### config.mk
export PLATFORM = sky130hd
export DESIGN_NAME = lcd_mux_sequencer
export DESIGN_NICKNAME = d
export VERILOG_FILES = /design/src/rtl/lcd_seq_pkg.sv /design/src/rtl/lcd_seq_ctrl.sv /design/src/rtl/lcd_drive_map.sv /design/src/rtl/lcd_mux_sequencer.sv
export SDC_FILE = /design/constraint.sdc
export NUM_CORES = 1
export LEC_CHECK = 0
export BUFFER_PORTS_ARGS = -buffer_cell sky130_fd_sc_hd__buf_2
export CAP_MARGIN = 15
export CORE_MARGIN = 2
export CORE_UTILIZATION = 45
export CTS_CLUSTER_DIAMETER = 150
export DETAILED_ROUTE_END_ITERATION = 6
export PLACE_DENSITY = 0.73
export SETUP_SLACK_MARGIN = 0.15
export SKIP_CTS_REPAIR_TIMING = 1
export SLEW_MARGIN = 20
export SYNTH_ARGS = -nofsm -noshare
export SYNTH_HDL_FRONTEND = slang
export SYNTH_SLANG_ARGS = --single-unit
### constraint.sdc
create_clock -name clk -period 7.1 [get_ports clk]
set_input_delay 0.71 -clock clk [delete_from_list [all_inputs] [get_ports clk]]
set_output_delay 0.71 -clock clk [all_outputs]
set_load 0.01 [all_outputs]
### src/rtl/lcd_seq_pkg.sv
package lcd_seq_pkg;
    typedef enum logic [1:0] {
        ST_IDLE  = 2'd0,
        ST_RUN   = 2'd1,
        ST_SLEEP = 2'd2
    } seq_state_t;

    typedef logic [1:0] lvl_t;

    localparam lvl_t LV_0 = 2'd0;
    localparam lvl_t LV_1 = 2'd1;
    localparam lvl_t LV_2 = 2'd2;
    localparam lvl_t LV_3 = 2'd3;
endpackage

### src/rtl/lcd_seq_ctrl.sv
module lcd_seq_ctrl
    import lcd_seq_pkg::*;
#(
    parameter int MUX_W = 3,
    parameter int PRE_W = 4
) (
    input  logic             clk,
    input  logic             rst_n,
    input  logic             tick,
    input  logic [MUX_W-1:0] mux_sel,
    input  logic [PRE_W-1:0] prescale,
    input  logic             wave_b,
    input  logic             sleep_req,
    output seq_state_t       state_o,
    output logic [MUX_W-1:0] mux_o,
    output logic [MUX_W-1:0] cidx_o,
    output logic             pol_o,
    output logic             strobe_o
);
    localparam int CNT_W = PRE_W + 3;

    seq_state_t       st_q, st_d;
    logic [MUX_W-1:0] mux_q, cidx_q;
    logic [PRE_W-1:0] lp_q;
    logic             b_q, half_q, fpar_q, pend_q, strobe_q;
    logic [CNT_W-1:0] pcnt_q, lim;
    logic [1:0]       ksh;
    logic             slot_last, frm_last, bnd, go_sleep, load_run;

    always_comb begin
        ksh       = (mux_q == '0) ? 2'd2 : ((mux_q == MUX_W'(1)) ? 2'd1 : 2'd0);
        lim       = (CNT_W'(lp_q) + CNT_W'(1)) << ksh;
        slot_last = (st_q == ST_RUN) && tick && (pcnt_q == lim - CNT_W'(1));
        frm_last  = slot_last && half_q && (cidx_q == mux_q);
        bnd       = frm_last && (!b_q || fpar_q);
        go_sleep  = bnd && (pend_q || sleep_req);
        load_run  = (st_q == ST_IDLE) && !sleep_req && tick;
    end

    always_comb begin
        st_d = st_q;
        unique case (st_q)
            ST_IDLE:  if (sleep_req) st_d = ST_SLEEP;
                      else if (tick) st_d = ST_RUN;
            ST_RUN:   if (go_sleep) st_d = ST_SLEEP;
            ST_SLEEP: if (!sleep_req) st_d = ST_IDLE;
            default:  st_d = ST_IDLE;
        endcase
    end

    always_ff @(posedge clk or negedge rst_n) begin
        if (!rst_n) st_q <= ST_IDLE;
        else        st_q <= st_d;
    end

    always_ff @(posedge clk or negedge rst_n) begin
        if (!rst_n) begin
            mux_q    <= '0;
            lp_q     <= '0;
            b_q      <= 1'b0;
            pcnt_q   <= '0;
            half_q   <= 1'b0;
            cidx_q   <= '0;
            fpar_q   <= 1'b0;
            pend_q   <= 1'b0;
            strobe_q <= 1'b0;
        end else begin
            strobe_q <= frm_last;
            if (st_q != ST_RUN) begin
                pcnt_q <= '0;
                half_q <= 1'b0;
                cidx_q <= '0;
                fpar_q <= 1'b0;
                pend_q <= 1'b0;
                if (load_run) begin
                    mux_q <= mux_sel;
                    lp_q  <= prescale;
                    b_q   <= wave_b;
                end
            end else begin
                pend_q <= bnd ? 1'b0 : (pend_q || sleep_req);
                if (tick) begin
                    if (slot_last) begin
                        pcnt_q <= '0;
                        half_q <= ~half_q;
                        if (half_q) cidx_q <= frm_last ? '0 : cidx_q + MUX_W'(1);
                        if (frm_last) fpar_q <= ~fpar_q;
                        if (bnd) begin
                            fpar_q <= 1'b0;
                            mux_q  <= mux_sel;
                            lp_q   <= prescale;
                            b_q    <= wave_b;
                        end
                    end else begin
                        pcnt_q <= pcnt_q + CNT_W'(1);
                    end
                end
            end
        end
    end

    assign state_o  = st_q;
    assign mux_o    = mux_q;
    assign cidx_o   = cidx_q;
    assign pol_o    = b_q ? fpar_q : half_q;
    assign strobe_o = strobe_q;

    // configuration only moves at a balanced boundary
    a_r8_cfg_hold: assert property (@(posedge clk) disable iff (!rst_n)
        (st_q == ST_RUN && $past(st_q == ST_RUN) && !$past(bnd))
            |-> ($stable(mux_q) && $stable(lp_q) && $stable(b_q)));
    // the active common never passes N-1
    a_r3_cidx_range: assert property (@(posedge clk) disable iff (!rst_n)
        (st_q == ST_RUN) |-> (cidx_q <= mux_q));
    // frame strobe is a single-clock pulse
    a_r2_strobe_pulse: assert property (@(posedge clk) disable iff (!rst_n)
        strobe_q |=> !strobe_q);
    // sleep is entered only from IDLE or at a balanced boundary
    a_r9_sleep_entry: assert property (@(posedge clk) disable iff (!rst_n)
        $rose(st_q == ST_SLEEP) |-> ($past(st_q == ST_IDLE) || $past(bnd)));
endmodule

### src/rtl/lcd_drive_map.sv
module lcd_drive_map
    import lcd_seq_pkg::*;
#(
    parameter int NCOM  = 8,
    parameter int NSEG  = 4,
    parameter int MUX_W = 3
) (
    input  logic                 run,
    input  logic [MUX_W-1:0]     mux,
    input  logic [MUX_W-1:0]     cidx,
    input  logic                 pol,
    input  logic [NCOM*NSEG-1:0] pixels,
    output logic [2*NCOM-1:0]    com_lvl,
    output logic [2*NSEG-1:0]    seg_lvl
);
    logic            is_static;
    lvl_t            act_lv, idle_lv, dark_lv, clr_lv;
    logic [NSEG-1:0] row;

    always_comb begin
        is_static = (mux == '0);
        act_lv    = pol ? LV_0 : LV_3;
        idle_lv   = is_static ? LV_0 : (pol ? LV_2 : LV_1);
        dark_lv   = pol ? LV_3 : LV_0;
        clr_lv    = is_static ? act_lv : (pol ? LV_1 : LV_2);
        row       = pixels[int'(cidx)*NSEG +: NSEG];
    end

    for (genvar gc = 0; gc < NCOM; gc++) begin : g_com
        assign com_lvl[2*gc +: 2] = !run ? LV_0 :
                                    ((cidx == MUX_W'(gc)) ? act_lv : idle_lv);
    end

    for (genvar gs = 0; gs < NSEG; gs++) begin : g_seg
        assign seg_lvl[2*gs +: 2] = !run ? LV_0 : (row[gs] ? dark_lv : clr_lv);
    end
endmodule

### src/rtl/lcd_mux_sequencer.sv
module lcd_mux_sequencer
    import lcd_seq_pkg::*;
#(
    parameter int NSEG  = 4,
    parameter int MUX_W = 3,
    parameter int PRE_W = 4,
    localparam int NCOM = 1 << MUX_W
) (
    input  logic                 clk,
    input  logic                 rst_n,
    input  logic                 lcd_tick,
    input  logic [MUX_W-1:0]     mux_sel,
    input  logic [PRE_W-1:0]     prescale,
    input  logic                 wave_b,
    input  logic [NCOM*NSEG-1:0] pixels,
    input  logic                 sleep_req,
    output logic [2*NCOM-1:0]    com_lvl,
    output logic [2*NSEG-1:0]    seg_lvl,
    output logic                 frame_strobe,
    output logic                 sleep_ack
);
    seq_state_t       st;
    logic [MUX_W-1:0] mux_q, cidx;
    logic             pol;

    lcd_seq_ctrl #(.MUX_W(MUX_W), .PRE_W(PRE_W)) u_ctrl (
        .clk(clk), .rst_n(rst_n), .tick(lcd_tick), .mux_sel(mux_sel),
        .prescale(prescale), .wave_b(wave_b), .sleep_req(sleep_req),
        .state_o(st), .mux_o(mux_q), .cidx_o(cidx), .pol_o(pol),
        .strobe_o(frame_strobe)
    );

    lcd_drive_map #(.NCOM(NCOM), .NSEG(NSEG), .MUX_W(MUX_W)) u_map (
        .run(st == ST_RUN), .mux(mux_q), .cidx(cidx), .pol(pol),
        .pixels(pixels), .com_lvl(com_lvl), .seg_lvl(seg_lvl)
    );

    assign sleep_ack = (st == ST_SLEEP);

    logic [NCOM-1:0] com_full;
    for (genvar gi = 0; gi < NCOM; gi++) begin : g_full
        assign com_full[gi] = (com_lvl[2*gi +: 2] == LV_0) || (com_lvl[2*gi +: 2] == LV_3);
    end

    // exactly one common at a full rail in multiplexed operation
    a_r3_one_active: assert property (@(posedge clk) disable iff (!rst_n)
        (st == ST_RUN && mux_q != '0) |-> ($countones(com_full) == 1));
    // parked outputs give zero volts across every pixel
    a_r9_ack_quiet: assert property (@(posedge clk) disable iff (!rst_n)
        sleep_ack |-> (com_lvl == '0 && seg_lvl == '0));
    // nothing is driven before RUN
    a_r1_idle_quiet: assert property (@(posedge clk) disable iff (!rst_n)
        (st == ST_IDLE) |-> (com_lvl == '0 && seg_lvl == '0 && !frame_strobe));
endmodule

Word-level counts from Yosys, hierarchy flattened
Cells that the tools add are included.

Register bits after elaboration: 24. Input bits: 44. Output and inout bits: 26. Word-level logic and storage cells: 131.

Add/sub/neg operators: 4. Equality and inequality tests: 17. Shift-type cells: 2. Mux-type cells: 71. Bitwise operators: 2. Reduce and logical (&&, ||, !) cells: 25.

Operator list (number): $mux 2 (35); $shiftx 32x6->4 (1); $mux 3 (10); $mux 7 (3); $mux 4 (5); $mux 1 (17); $eq 3x3->1 const B (4); $reduce_and 3->1 (3); $logic_and 1x1->1 (8); $reduce_bool 2->1 (4); $add 7x1->7 const B (1); $eq 7x7->1 (1); $shl 7x2->7 (1); $sub 7x1->7 const B (1); $eq 3x1->1 const B (2); $eq 3x2->1 const B (2); $logic_not 3->1 (2); $pmux 2 s3 (1); $add 4x1->5 const B (1); $ne 2x1->1 const B (2); $ne 2x2->1 const B (2); $reduce_and 4->1 (1); $add 3x1->3 const B (1); $eq 3x3->1 (1); 9 further kinds (12).

Logic depth before layout (Yosys ltp)
Depth after elaboration: 14. Depth in mapped cells: 12. Gate-level depth less buffers: 10.

Modules after synthesis
A second synthesis with hierarchy kept.

Cells, all modules: 320. Area total of the unflattened synthesis: 2721.4 µm².

Modules (own cells, without submodules): lcd_seq_ctrl (times used 1, cells each 214, area each 1966.9 µm²); lcd_drive_map (times used 1, cells each 104, area each 739.5 µm²); lcd_mux_sequencer (times used 1, cells each 2, area each 15.0 µm²).

Worst setup path after synthesis
No wires, ideal clock.

Kind: register to register. Start point: register u_ctrl.mux_q[1], in the netlist u_ctrl.mux_o[1]. End point: register u_ctrl.lp_q[0]. Setup time: 125 ps. Arrival: 2607 ps. Required time: 6975 ps. Path slack: 4368 ps. Cell stages (with the launch flop): 12. Period minus slack after synthesis: 2732 ps. Cell sequence: dfrtp_1 or2_1 clkbuf_1 nor3_1 a21oi_1 ha_1 xor2_1 nand4b_1 nor3_1 o2111ai_4 o21ai_4 mux2_4.

Word-level cells in the longest chain between the ends: 12. Elaborated cells on any way between the ends: 15. Those cells by class: 1 x add/sub; 3 x eq/ne; 1 x shift; 2 x mux; 8 x reduce/logical.

Ends and longest elaborated chain: start, declared (line lcd_seq_ctrl.sv:23) `logic [MUX_W-1:0] mux_q, cidx_q;`; start signal, assigned (line lcd_seq_ctrl.sv:76) `mux_q <= mux_sel;`; start signal, assigned (line lcd_seq_ctrl.sv:90) `mux_q <= mux_sel;`; $eq 3x1->1 (line lcd_seq_ctrl.sv:31) `ksh = (mux_q == '0) ? 2'd2 : ((mux_q == MUX_W'(1)) ? 2'd1 : 2'd0);`; $mux 1 (line lcd_seq_ctrl.sv:31); $mux 2 (line lcd_seq_ctrl.sv:31); $shl 7x2->7 (line lcd_seq_ctrl.sv:32) `lim = (CNT_W'(lp_q) + CNT_W'(1)) << ksh;`; $sub 7x1->7 (line lcd_seq_ctrl.sv:33) `slot_last = (st_q == ST_RUN) && tick && (pcnt_q == lim - CNT_W'(1));`; $eq 7x7->1 (line lcd_seq_ctrl.sv:33); $logic_and 1x1->1 (line lcd_seq_ctrl.sv:33); $logic_and 1x1->1 (2 in a row) (line lcd_seq_ctrl.sv:34) `frm_last = slot_last && half_q && (cidx_q == mux_q);`; $logic_and 1x1->1 (line lcd_seq_ctrl.sv:35) `bnd = frm_last && (!b_q || fpar_q);`; $reduce_bool 2->1 (no source line); $reduce_and 4->1 (no source line) *; end signal, assigned (line lcd_seq_ctrl.sv:77) `lp_q <= prescale;`; end signal, assigned (line lcd_seq_ctrl.sv:91) `lp_q <= prescale;`; end, declared (line lcd_seq_ctrl.sv:24) `logic [PRE_W-1:0] lp_q;`.

Every way passes the cells marked *; elsewhere a longest branch is shown, timed or not. A chain may end at the register's enable or synchronous reset.

Final worst setup path
Start point: register u_ctrl.lp_q[0]. End point: register u_ctrl.mux_q[2], in the netlist u_ctrl.mux_o[2].

Word-level cells in the longest chain between the ends: 10. Elaborated cells on any way between the ends: 11. Those cells by class: 2 x add/sub; 1 x eq/ne; 1 x shift; 7 x reduce/logical.

Ends and longest elaborated chain (line): $add 4x1->5 * (lcd_seq_ctrl.sv:32); $shl 7x2->7 * (lcd_seq_ctrl.sv:32); $sub 7x1->7 * (lcd_seq_ctrl.sv:33); $eq 7x7->1 * (lcd_seq_ctrl.sv:33); $logic_and 1x1->1 * (lcd_seq_ctrl.sv:33); $logic_and 1x1->1 (2 in a row) (lcd_seq_ctrl.sv:34); $logic_and 1x1->1 (lcd_seq_ctrl.sv:35); $reduce_bool 2->1 (no source line); $reduce_and 4->1 (no source line) *.

Marks and branches as above.

==> flow_results.org <==
** Clocking
- Clock tree root driver cell :: sky130_fd_sc_hd__clkbuf_8
- Clock tree from TritonCTS :: yes
- H-tree level count :: 1
- After clock tree synthesis, the clock-pin slew on the worst setup and hold paths is 0.09 ns.
- Clock tree synthesis found a total of 24 sinks.
- The clock reaches the later pin of the worst-skew pair after 0.27 ns.
- The clock passes through at most 2 buffers.
- TritonCTS created 3 clock buffers.

** Route
- Routed wire length :: 5344 µm
- Vias per std cell :: 5.364
- Before antenna repair, the detailed router went through 4 iterations.
- After detailed routing, the average wire length per cell comes to 13.99 µm.
- The detailed router placed 2049 vias in this run.
- For this block, the initial DRC count from the detailed router was 97.
- The count of nets left with antenna violations once routing finished came out at 0.
- DRC violation count after routing :: 0

** Logic synthesis
- Number of flops mapped to enable cells by yosys :: 0
- Yosys cell types :: 48
- Commonest cells post-synth :: sky130_fd_sc_hd__a21oi_1, sky130_fd_sc_hd__nor2_1, sky130_fd_sc_hd__dfrtp_1
- Cells taking the most area after synthesis :: sky130_fd_sc_hd__dfrtp_1, sky130_fd_sc_hd__mux4_2, sky130_fd_sc_hd__xnor2_1
- Async SR Flop Fraction :: 100.0%
- After synthesis the cells add up to 2286 µm².
- Summed over its instances, the top area cell type makes up 26.27% of the synthesized netlist area.
- Number of storage elements in the synthesis netlist :: 24
- The most used flip-flop cell after synthesis is sky130_fd_sc_hd__dfrtp_1.
- Among all cell types in the netlist, the one instantiated most often is sky130_fd_sc_hd__a21oi_1.
- Mapped Cells :: 256
- When the netlist entered floorplanning its net count stood at 311.
- Total number of yosys warnings :: 0
- Cell type with the highest aggregate area in the netlist :: sky130_fd_sc_hd__dfrtp_1
- After synthesis, flip-flops and latches occupy 26.27% of the total area.
- Mapped Avg Cell Area :: 8.929 µm²

** Global route
- Pin count of the biggest net entering global routing :: 29
- First-pass GRT wire length :: 8542 µm
- Antenna violations before repair :: 0
- For this run, the total global-route usage over all layers was measured as 19.22%.
- The number of global-route vias before repair was 1888.
- Overall overflow remaining after global route :: 0

** Floorplan
- The die covers 5666 µm².
- The core region is 4817 µm².
- The floorplan has 25 rows.
- Initial core utilization :: 47.45%
- Measured along the x axis, the die boundary spans 75.28 µm.
- Total I/O pin count :: 70
- Vertical extent of the die :: 75.28 µm

** Critical path
- The number of buffers and inverters on the critical path is 0.
- Data on the critical path is required at its endpoint by 7.25 ns.
- The critical path in this run is classified as register to register.
- Cells traversed along the worst timing path :: ha_1 -> xor2_2 -> a32o_1 -> a211oi_1 -> xnor2_1 -> and3_4 -> o2111ai_4 -> o21ai_4 -> mux2_4
- The largest single stage delay on the critical path is 0.47 ns.
- STA classifies the critical path endpoint as a register.
- The worst setup path is launched from a register.
- Of all nets on the critical path, the largest fanout is 13.
- On the critical path the largest part of the delay comes from compound AO/OA/AOI/OAI gates.
- Worst path slowest cell :: sky130_fd_sc_hd__dfrtp_1
- For the worst setup path, the data arrival time is 3.25 ns.

** Timing
- Fraction of the cycle the final worst path needs :: 43.65%
- Setup repair after global routing left no endpoint under its margin.
- For this run, the top clock speed supported by timing is 322.7 MHz.
- Final TNS setup :: 0 ns
- Number of setup violations in the final report :: 0
- Headroom to the max-slew limit came out at 29.89%.
- The hold violation count in the final report is 0.
- The clock arrives with 0.008249 ns of skew.
- For the pin with the worst max-slew slack, the measured transition is 1.052 ns.
- The routed design could run at a clock period as short as 3.099 ns.
- The number of pins with negative max-slew slack in the final report came to 0.

** Placement
- At the end of routability-driven placement, the weighted congestion stood at 0.7838.
- Final HPWL from detailed placement :: 4057 µm
- In this run the tool buffered the top-level ports with 69 buffer cells.

** Cells and area
- The net count of the finished layout is 371.
- Once layout is complete, the utilization of the core stands at 56.49%.
- Area added between synthesis and finish :: 19.05%
- 0 antenna diodes ended up in the layout.
- In the final layout, the share of cells above drive strength 1 is 32.06%.

** Pwr
- The analysis attributes to cell leakage a power of 0.001246 µW.
- Proportion of power drawn by the clock network :: 16.6%
- Internal power :: 426.5 µW
- Sequential cells account for 28.8% of the total power.
- Switching share of total power :: 41.24%
- Pwr dens :: 266.7 nW/µm²
- Sw Pwr :: 299.4 µW
- Combinational logic burns 54.6% of the power.
- Maximum ir drop on the vdd rail :: 0.1184 mV

** Flow run
- Max-cap violations in this run came to 0.

** Min path
- In this run the worst hold path is classified as input port to async pin.

** Status
- The run finished with clean final reports.
==> area by class of cell <==
cell class,instances,area [µm²]
fill,455,2096
multi-input combinational,207,1579
sequential,24,600.6
timing repair buffer,69,345.3
tap,67,83.83
clock buffer,3,41.29
inverter,11,41.29
clock inverter,1,30.03
==> registers in the layout, indices dropped and copies added, names as in the netlist, 2 cells and up <==
signal          flops
u_ctrl.cidx_o       3
u_ctrl.mux_o        3
u_ctrl.lp_q         4
u_ctrl.state_o      2
u_ctrl.pcnt_q       7
==> metrics by stage <==
stage	instances	total power [µW]	hold WS (ns)	cell area, µm²	setup WS [ns]
floorplan	256	527.1	0.4144	2286	4.368
global route	382	785.4	0.4623	2721	3.770
detailed placement	378	605.2	0.5453	2650	4.021
CTS	382	729.9	0.4377	2721	3.972
finish	382	725.8	0.4148	2721	4.001
global placement	378	601.2	0.5347	2650	4.114
==> worst reg2reg max path, delay by kind of cell, from the launching register on <==
family,cells,cell delay [ns]
simple gates,1,0.22
mux,1,0.34
xor+xnor,2,0.40
compound gates,4,1.24
flops,1,0.47
fa+ha+maj,1,0.33
==> final timing paths <==
kind                                            start                      endpoint  slack, ns  depth (start not counted)
setup / recovery           u_ctrl.lp_q[0]$_DFFE_PN0P_   u_ctrl.mux_o[2]$_DFFE_PN0P_       4.00                          9
setup reg to reg           u_ctrl.lp_q[0]$_DFFE_PN0P_   u_ctrl.mux_o[2]$_DFFE_PN0P_       4.00                          9
hold / removal                                  rst_n  u_ctrl.pcnt_q[0]$_DFFE_PN0P_       0.41                          1
max in group asynchronous                       rst_n   u_ctrl.mux_o[1]$_DFFE_PN0P_       6.31                          1
hold reg to reg             u_ctrl.fpar_q$_DFFE_PN0P_     u_ctrl.fpar_q$_DFFE_PN0P_       0.56                          2
min in group clk            u_ctrl.fpar_q$_DFFE_PN0P_     u_ctrl.fpar_q$_DFFE_PN0P_       0.56                          2
==> per-layer routing <==
metal / GRT usage, % / vias to the layer above / wire length (µm)
met5: 0 / - / 0
met4: 2.924 / 0 / 19
met3: 3.347 / 2 / 219
met2: 31.77 / 44 / 2677
met1: 27.04 / 988 / 2428
li1: - / 1015 / -
==> power groups by stage <==
stage | combinational, µW | sequential, µW | clock, µW
after CTS | 398 | 208 | 123
after floorplan | 338 | 189 | 0
after global placement | 390 | 211 | 0
after global routing | 442 | 216 | 127
final | 397 | 209 | 120
after detailed placement | 394 | 211 | 0
==> cells by family (layout without fill, tap and decap cells) <==
logic type                 after synthesis  in the layout  synth area share, %
AOI/OAI and AO/OA                       54             54                15.05
xor gates and xnor gates                25             25                10.24
adders and majority gates               11             11                6.021
buffers and inverters                   25             84                4.652
DFF                                     24             24                26.27
muxes                                   25             25                17.08
and+or+nand+nor                         92             92                20.69
==> cell usage in the layout (no fill, tap or decap), types with 2 or more instances in the layout <==
cell type and instances:
sky130_fd_sc_hd__nand3_1 14, sky130_fd_sc_hd__buf_2 69, sky130_fd_sc_hd__xor2_1 6, sky130_fd_sc_hd__mux4_2 8, sky130_fd_sc_hd__xnor2_1 17, sky130_fd_sc_hd__nor2_1 26, sky130_fd_sc_hd__nor3_1 5, sky130_fd_sc_hd__a31oi_1 2
sky130_fd_sc_hd__nand2_1 17, sky130_fd_sc_hd__clkbuf_8 3, sky130_fd_sc_hd__a21oi_1 28, sky130_fd_sc_hd__o21a_1 2, sky130_fd_sc_hd__ha_1 11, sky130_fd_sc_hd__inv_1 10, sky130_fd_sc_hd__nor3b_1 2, sky130_fd_sc_hd__nor2b_1 4
sky130_fd_sc_hd__or2_1 2, sky130_fd_sc_hd__o21ai_0 10, sky130_fd_sc_hd__mux2_4 8, sky130_fd_sc_hd__dfrtp_1 24, sky130_fd_sc_hd__nand2b_1 12, sky130_fd_sc_hd__nand3b_1 2, sky130_fd_sc_hd__mux2i_1 9, sky130_fd_sc_hd__xor2_2 2
(Power assumes the default switching activity.)
